===== config.mk =====
export PLATFORM = sky130hd
export DESIGN_NAME = segLoadCheck
export DESIGN_NICKNAME = d
export VERILOG_FILES = /design/src/rtl/segLoadPkg.sv /design/src/rtl/segLoadPath.sv /design/src/rtl/segLoadCtrl.sv /design/src/rtl/segLoadCheck.sv
export SDC_FILE = /design/constraint.sdc
export NUM_CORES = 1
export LEC_CHECK = 0
export BUFFER_PORTS_ARGS = -buffer_cell sky130_fd_sc_hd__buf_2
export CAP_MARGIN = 20
export CORE_MARGIN = 5
export CORE_UTILIZATION = 32
export CTS_CLUSTER_DIAMETER = 120
export DETAILED_ROUTE_END_ITERATION = 16
export GPL_TIMING_DRIVEN = 0
export HOLD_SLACK_MARGIN = 0.1
export PLACE_DENSITY_LB_ADDON = 0.2
export SLEW_MARGIN = 20
export SYNTH_ARGS = -nofsm -noshare
export SYNTH_HDL_FRONTEND = slang
export SYNTH_HIERARCHICAL = 1
export SYNTH_SLANG_ARGS = --single-unit

===== constraint.sdc =====
create_clock -name clk -period 2.7 [get_ports clk]
set_input_delay 0 -clock clk [delete_from_list [all_inputs] [get_ports clk]]
set_output_delay 0 -clock clk [all_outputs]
set_load 0.05 [all_outputs]

===== src/rtl/segLoadPkg.sv =====
package segLoadPkg;
  localparam int WORD_W = 32;
  localparam int ACC_BIT  = 8;
  localparam int RW_BIT   = 9;
  localparam int CONF_BIT = 10;
  localparam int CODE_BIT = 11;
  localparam int SEG_BIT  = 12;
  localparam int DPL_LO   = 13;
  localparam int PRES_BIT = 15;
  localparam int GRAN_BIT = 23;

  typedef enum logic [1:0] {
    FLT_GP = 2'd0,
    FLT_SS = 2'd1,
    FLT_NP = 2'd2
  } faultKind_e;

  typedef struct packed {
    logic       capture;
    logic       takeLo;
    logic       takeHi;
    logic       addrHi;
    logic       endFault;
    faultKind_e kind;
    logic       endLoad;
    logic       endNull;
  } pathCmd_t;

  typedef struct packed {
    logic       isNull;
    logic       limitBad;
    logic       descBad;
    faultKind_e descKind;
    logic       accClear;
    logic       toStack;
  } pathStat_t;
endpackage


===== src/rtl/segLoadPath.sv =====
module segLoadPath
  import segLoadPkg::*;
#(
  parameter int ADDR_W = 32,
  parameter int TLIM_W = 16
) (
  input  logic                clk,
  input  logic                rstN,
  input  pathCmd_t            cmd,
  input  logic [15:0]         selIn,
  input  logic                stackIn,
  input  logic [1:0]          cplIn,
  input  logic [ADDR_W-1:0]   gdtBase,
  input  logic [TLIM_W-1:0]   gdtLimit,
  input  logic [ADDR_W-1:0]   ldtBase,
  input  logic [TLIM_W-1:0]   ldtLimit,
  input  logic [WORD_W-1:0]   memRdata,
  output pathStat_t           stat,
  output logic [ADDR_W-1:0]   memAddr,
  output logic [WORD_W-1:0]   memWdata,
  output logic                done,
  output logic                faultValid,
  output logic [1:0]          faultCode,
  output logic [15:0]         errCode,
  output logic                loadValid,
  output logic [31:0]         segBase,
  output logic [31:0]         segLimit,
  output logic [11:0]         segAttr
);
  localparam int CMP_W = ((TLIM_W > 16) ? TLIM_W : 16) + 1;

  logic [15:0]        selQ;
  logic               stackQ;
  logic [1:0]         cplQ;
  logic [ADDR_W-1:0]  tblBaseQ;
  logic [TLIM_W-1:0]  tblLimitQ;
  logic [WORD_W-1:0]  loW, hiW;

  always_ff @(posedge clk) begin
    if (!rstN) begin
      selQ <= '0; stackQ <= 1'b0; cplQ <= '0;
      tblBaseQ <= '0; tblLimitQ <= '0; loW <= '0; hiW <= '0;
    end else begin
      if (cmd.capture) begin
        selQ      <= selIn;
        stackQ    <= stackIn;
        cplQ      <= cplIn;
        tblBaseQ  <= selIn[2] ? ldtBase : gdtBase;
        tblLimitQ <= selIn[2] ? ldtLimit : gdtLimit;
      end
      if (cmd.takeLo) loW <= memRdata;
      if (cmd.takeHi) hiW <= memRdata;
    end
  end

  // table offset and limit test
  logic [15:0]       offs;
  logic [CMP_W-1:0]  endOff;
  logic [ADDR_W-1:0] descAddr;
  assign offs     = {selQ[15:3], 3'b000};
  assign endOff   = CMP_W'(offs) + CMP_W'(7);
  assign descAddr = tblBaseQ + ADDR_W'(offs);
  assign memAddr  = descAddr + (cmd.addrHi ? ADDR_W'(4) : ADDR_W'(0));
  assign memWdata = hiW | (WORD_W'(1) << ACC_BIT);

  // descriptor rules
  logic [1:0] dpl, rpl;
  logic isCode, canRw, isConf, privFail, typeBad;
  assign dpl    = hiW[DPL_LO +: 2];
  assign rpl    = selQ[1:0];
  assign isCode = hiW[CODE_BIT];
  assign canRw  = hiW[RW_BIT];
  assign isConf = hiW[CONF_BIT];

  always_comb begin
    if (stackQ)
      typeBad = isCode || !canRw || (rpl != cplQ) || (dpl != cplQ);
    else
      typeBad = (isCode && !canRw) ||
                (!(isCode && isConf) && ((dpl < cplQ) || (dpl < rpl)));
    privFail = !hiW[SEG_BIT] || typeBad;
  end

  assign stat.isNull   = (selQ[15:2] == '0);
  assign stat.limitBad = endOff > CMP_W'(tblLimitQ);
  assign stat.descBad  = privFail || !hiW[PRES_BIT];
  assign stat.descKind = privFail ? FLT_GP : (stackQ ? FLT_SS : FLT_NP);
  assign stat.accClear = !hiW[ACC_BIT];
  assign stat.toStack  = stackQ;

  // decoded segment fields
  logic [19:0] lim20;
  assign lim20 = {hiW[19:16], loW[15:0]};

  always_ff @(posedge clk) begin
    if (!rstN) begin
      done <= 1'b0; faultValid <= 1'b0; loadValid <= 1'b0;
      faultCode <= '0; errCode <= '0;
      segBase <= '0; segLimit <= '0; segAttr <= '0;
    end else begin
      done       <= cmd.endFault || cmd.endLoad || cmd.endNull;
      faultValid <= cmd.endFault;
      loadValid  <= cmd.endLoad || cmd.endNull;
      if (cmd.endFault) begin
        faultCode <= cmd.kind;
        errCode   <= selQ & 16'hFFFC;
      end
      if (cmd.endNull) begin
        segBase <= '0; segLimit <= '0; segAttr <= '0;
      end else if (cmd.endLoad) begin
        segBase  <= {hiW[31:24], hiW[7:0], loW[31:16]};
        segLimit <= hiW[GRAN_BIT] ? {lim20, 12'hFFF} : {12'h000, lim20};
        segAttr  <= {hiW[23:20], hiW[15:9], 1'b1};
      end
    end
  end

  a_r12_one_result: assert property (@(posedge clk) disable iff (!rstN)
    done |-> (faultValid != loadValid));
  a_r12_quiet: assert property (@(posedge clk) disable iff (!rstN)
    !done |-> (!faultValid && !loadValid));
  a_r8_err_aligned: assert property (@(posedge clk) disable iff (!rstN)
    faultValid |-> (errCode[1:0] == 2'b00));
  a_r6_stack_rights: assert property (@(posedge clk) disable iff (!rstN)
    (loadValid && stackQ) |-> (selQ[1:0] == cplQ && segAttr[6:5] == cplQ));
  a_r7_data_rights: assert property (@(posedge clk) disable iff (!rstN)
    (loadValid && !stackQ && segAttr[4] && !(segAttr[3] && segAttr[2]))
      |-> (segAttr[6:5] >= cplQ && segAttr[6:5] >= selQ[1:0]));
  a_r1_null_empty: assert property (@(posedge clk) disable iff (!rstN)
    (loadValid && selQ[15:2] == '0) |-> (segBase == '0 && segLimit == '0));
endmodule


===== src/rtl/segLoadCtrl.sv =====
module segLoadCtrl
  import segLoadPkg::*;
(
  input  logic      clk,
  input  logic      rstN,
  input  logic      start,
  input  pathStat_t stat,
  input  logic      memAck,
  output pathCmd_t  cmd,
  output logic      memRead,
  output logic      memWrite
);
  typedef enum logic [2:0] {
    ST_IDLE, ST_EVAL, ST_RDLO, ST_RDHI, ST_CHECK, ST_WRHI
  } state_e;

  state_e state, nextState;

  always_ff @(posedge clk) begin
    if (!rstN) state <= ST_IDLE;
    else       state <= nextState;
  end

  always_comb begin
    cmd       = '0;
    cmd.kind  = FLT_GP;
    memRead   = 1'b0;
    memWrite  = 1'b0;
    nextState = state;
    unique case (state)
      ST_IDLE: if (start) begin
        cmd.capture = 1'b1;
        nextState   = ST_EVAL;
      end
      ST_EVAL: begin
        if (stat.isNull) begin
          if (stat.toStack) cmd.endFault = 1'b1;
          else              cmd.endNull  = 1'b1;
          nextState = ST_IDLE;
        end else if (stat.limitBad) begin
          cmd.endFault = 1'b1;
          nextState    = ST_IDLE;
        end else begin
          nextState = ST_RDLO;
        end
      end
      ST_RDLO: begin
        memRead = 1'b1;
        if (memAck) begin
          cmd.takeLo = 1'b1;
          nextState  = ST_RDHI;
        end
      end
      ST_RDHI: begin
        memRead    = 1'b1;
        cmd.addrHi = 1'b1;
        if (memAck) begin
          cmd.takeHi = 1'b1;
          nextState  = ST_CHECK;
        end
      end
      ST_CHECK: begin
        if (stat.descBad) begin
          cmd.endFault = 1'b1;
          cmd.kind     = stat.descKind;
          nextState    = ST_IDLE;
        end else if (stat.accClear) begin
          nextState = ST_WRHI;
        end else begin
          cmd.endLoad = 1'b1;
          nextState   = ST_IDLE;
        end
      end
      ST_WRHI: begin
        memWrite   = 1'b1;
        cmd.addrHi = 1'b1;
        if (memAck) begin
          cmd.endLoad = 1'b1;
          nextState   = ST_IDLE;
        end
      end
      default: nextState = ST_IDLE;
    endcase
  end

  a_r13_one_access: assert property (@(posedge clk) disable iff (!rstN)
    !(memRead && memWrite));
  a_r13_read_held: assert property (@(posedge clk) disable iff (!rstN)
    (memRead && !memAck) |=> memRead);
  a_r3_no_fetch: assert property (@(posedge clk) disable iff (!rstN)
    (state == ST_EVAL && (stat.isNull || stat.limitBad)) |=> !memRead);
  a_r9_write_ok_only: assert property (@(posedge clk) disable iff (!rstN)
    memWrite |-> !stat.descBad);
endmodule


===== src/rtl/segLoadCheck.sv =====
module segLoadCheck
  import segLoadPkg::*;
#(
  parameter int ADDR_W = 32,
  parameter int TLIM_W = 16
) (
  input  logic              clk,
  input  logic              rstN,
  input  logic              start,
  input  logic [15:0]       selector,
  input  logic              toStack,
  input  logic [1:0]        cpl,
  input  logic [ADDR_W-1:0] gdtBase,
  input  logic [TLIM_W-1:0] gdtLimit,
  input  logic [ADDR_W-1:0] ldtBase,
  input  logic [TLIM_W-1:0] ldtLimit,
  output logic [ADDR_W-1:0] memAddr,
  output logic              memRead,
  output logic              memWrite,
  output logic [31:0]       memWdata,
  input  logic [31:0]       memRdata,
  input  logic              memAck,
  output logic              done,
  output logic              faultValid,
  output logic [1:0]        faultCode,
  output logic [15:0]       errCode,
  output logic              loadValid,
  output logic [31:0]       segBase,
  output logic [31:0]       segLimit,
  output logic [11:0]       segAttr
);
  pathCmd_t  cmd;
  pathStat_t stat;

  segLoadCtrl uCtrl (
    .clk(clk), .rstN(rstN), .start(start), .stat(stat), .memAck(memAck),
    .cmd(cmd), .memRead(memRead), .memWrite(memWrite)
  );

  segLoadPath #(.ADDR_W(ADDR_W), .TLIM_W(TLIM_W)) uPath (
    .clk(clk), .rstN(rstN), .cmd(cmd),
    .selIn(selector), .stackIn(toStack), .cplIn(cpl),
    .gdtBase(gdtBase), .gdtLimit(gdtLimit),
    .ldtBase(ldtBase), .ldtLimit(ldtLimit),
    .memRdata(memRdata), .stat(stat),
    .memAddr(memAddr), .memWdata(memWdata),
    .done(done), .faultValid(faultValid), .faultCode(faultCode),
    .errCode(errCode), .loadValid(loadValid),
    .segBase(segBase), .segLimit(segLimit), .segAttr(segAttr)
  );
endmodule


==> key figures <==
Timing
  – Final worst slack: -0.560 ns
  – Skew final: around 0.015 ns
  – Tmin final: between 3 and 4 ns
  – Worst slew pin tran: roughly 1 ns
  – Hold_ws: 0.277 ns
  – Slew HR: around a third
  – RSZ-0062 raised after global routing: yes
  – Final setup viols: 56
  – Highest Clock Rate: 307 MHz
  – Max-slew violation count: 0
  – Final Hold Viols: 0
  – Period utilisation layout: 121%

Clock tree
  – Clock latency at the later pin of the worst-skew pair: 0.54 ns
  – TritonCTS clock tree: done
  – Max clock buf depth: 3
  – H-tree lvl count: 1
  – Root Buffer: clkbuf_16
  – Cts bufs inserted: 27
  – Sink Count: 229
  – Clock transition at path regs: 0.06 ns

Routing
  – Final Routed Wirelength: 37200 um
  – Vias/cell: 4.65
  – DRC viols: 0
  – DR WL/cell: 17.8 um
  – First-pass DRT Iterations: 5
  – Initial drt markers: 334
  – Via count: 9755
  – Antenna Violating Nets Remaining: 0

Run status
  – Violated checks: negative setup slack
  – Status: complete, but fails checks

Critical path
  – Worst setup SP type: flop
  – WP data arrival: 3.26 ns
  – Crit Path Class: reg2out
  – CP max FO: 2
  – Crit path required time: ~2.7 ns
  – Critical Path Sink Type: output port

Floorplan
  – Die area: 37200 um2
  – Die span in y: 193 um
  – Die span in x: 193 um
  – Core footprint: 33300 um2
  – Rows: 67
  – IO Count: approximately 310
  – Starting density of the core: 32.1%

GRT
  – First-pass GRT wire length: 54400 um
  – Largest net degree at the start of global routing: 15
  – Initial antenna violation count: 4
  – Overflow after GRT: 0
  – Tot GR Track Use: 18.4%
  – Vias in the first global route: 9769

Yosys
  – Ys async rst share: 0%
  – Post-synth top area share: 42.9%
  – Yosys warns: 6
  – Sequential area share after synthesis: 42.9%
  – Mapped Area: 10700 um2
  – Main synth FF type: dfxtp_1
  – Main area contributors after synthesis: dfxtp_1 (43%), mux2i_1 (18%), nor2b_1 (6.1%), o211a_1 (4.6%), ha_1 (3.5%)
  – Number of flops mapped to enable cells by yosys: 0
  – Synthesized flop and latch total: 229
  – Netlist cell types: 56
  – Syn Inst Count: about 1100
  – Mapped Avg Cell Area: 9.80 um2
  – Cell taking the most area after synthesis: dfxtp_1

Min path
  – Min-delay worst type: in2reg

Placement
  – I/O Buffers: 309
  – Final GP Congestion: 0.830
  – Post-DP HPWL: 26500 um
  – Pre-CTS WS: -0.688 ns

Pwr
  – Static Leakage: ~7.7 nW
  – Worst vdd ir: 0.000759 V
  – Power Density: 630 nW/um2

Cells and area
  – Area added between synthesis and finish: 58.8%
  – Layout cell share with drive strength beyond 1: ~36%
  – # nets final: roughly 1800

Run
  – MaxCap Viol Count: 0
## worst paths after layout
path                                                    start                             to  slack, ns  depth (start not counted)
worst max-delay path              uCtrl/state[2]$_SDFFE_PN0P_                    memAddr[12]      -0.56                         14
worst min-delay path                              selector[9]     uPath/selQ[9]$_SDFFE_PN0P_       0.28                          4
worst max register to register     uPath/selQ[4]$_SDFFE_PN0P_          uPath/done$_SDFF_PN0_      -0.13                         12
worst min register to register  uPath/segAttr[0]$_SDFFE_PP0P_  uPath/segAttr[0]$_SDFFE_PP0P_       0.47                          2
## flip-flops by register name (all words and copies together), names as in the netlist, 3 cells and up
register / flops
uPath/segLimit: 32
uPath/tblLimitQ: 16
uPath/hiW: 32
uPath/errCode: 14
uPath/tblBaseQ: 32
uPath/segBase: 32
uCtrl/state: 3
uPath/loW: 32
uPath/selQ: 16
uPath/segAttr: 12
## cells by family (layout without fill, tap and decap cells)
| family | Yosys count | count (layout) | synth area share, % |
|---|---|---|---|
| and+or+nand+nor | 326 | 326 | 15.8 |
| AOI/OAI and AO/OA | 144 | 144 | 10.6 |
| other | 2 | 5 | 0.0702 |
| muxes | 199 | 199 | 18.6 |
| adders and majority gates | 31 | 31 | 3.70 |
| buffers and inverters | 132 | 686 | 6.07 |
| DFF | 229 | 229 | 42.9 |
| xor gates and xnor gates | 28 | 28 | 2.29 |
## cells in the mapped netlist, types with 5 or more instances
cell	n
nand3_1	9
nand2_1	66
nor3_1	8
mux2i_1	197
dfxtp_1	229
nand2b_1	11
a21o_1	10
and3_1	8
inv_1	27
o21a_1	5
buf_2	6
nor2_1	87
a22oi_1	13
a21oi_1	20
buf_4	37
o211a_1	49
o21ai_0	7
clkbuf_1	38
o22ai_1	14
and4_1	5
xnor2_1	17
buf_1	23
ha_1	30
a211oi_1	10
nand4_1	5
nor2b_1	104
xor2_1	11
## worst max-delay path, cell delays in order, from the launching register on
cell and delay [ns]:
dfxtp_4 0.34, buf_6 0.11, nand2b_4 0.14, a21oi_4 0.22, ha_4 0.17, inv_2 0.03, fa_2 0.34, nand2b_4 0.16
a21oi_4 0.16, buf_6 0.12, o21a_1 0.12, o21bai_1 0.11, mux2_4 0.31, a211o_1 0.24, buf_6 0.16
## per-layer routing
layer	vias to the layer above	GRT usage [%]	wire (um)
li1	4813	-	-
met5	-	0	7
met1	4622	23.3	15700
met2	285	33.0	18600
met3	33	3.49	2320
met4	2	3.40	560
## where the power goes
part	switching (mW)	internal (mW)	leakage [nW]
Combinational	1.82	1.37	5.43
Sequential	0.282	3.63	1.87
Clock	1.46	2.15	0.435
## area by class of cell
cell class | instances | area (um2)
diodes | 2 | 5.00
repair buffers | 506 | 3800
plain buffers | 104 | 751
clock buffers | 38 | 757
inverters | 27 | 113
multi-input cells | 731 | 6270
clock inverters | 11 | 123
fillers | 3028 | 16300
well taps | 448 | 561
flip-flops and latches | 229 | 4610
## cells in the final DEF (no fill, tap or decap), drive strengths merged, types with 3 or more instances in the layout
cell           n
o22ai         14
nor2          87
ha            30
clkbuf        81
inv           27
a22oi         13
or3            4
clkinv         7
buf          418
nand3          9
nor2b        104
xor2          11
nand4          5
a21o          10
and2           4
nand2         66
a211oi        10
a21oi         22
nand2b        11
o21a           5
conb           3
o211ai         3
nor4           4
mux2i        197
nor3b          3
o211a         49
dlygate4sd3  149
o21ai          7
and4           5
nor3           9
and3           8
dfxtp        229
xnor2         17
## what timing repair did
item	CTS	global route
resized for setup	112	171
pin swaps	18	60
cloned	0	9
setup endpoints to repair	123	148
setup buffers	11	28
hold endpoints to repair	135	0
hold buffers	149	0
## stage by stage
stage               instance area, um2  std cells  utilization [%]  power (mW)  setup TNS, ns
finish                           17000       2096             51.0        10.7          -7.89
global placement                 13100       1849             39.3        6.53         -52.58
global route                     17000       2096             51.0        11.2         -22.64
floorplan                        11000       1092                -        5.81         -0.221
detailed placement               13100       1849             39.3        6.56         -54.83
CTS                              15900       2058             47.8        10.6         -35.85
Note: power is estimated with default switching activity, not from simulation.
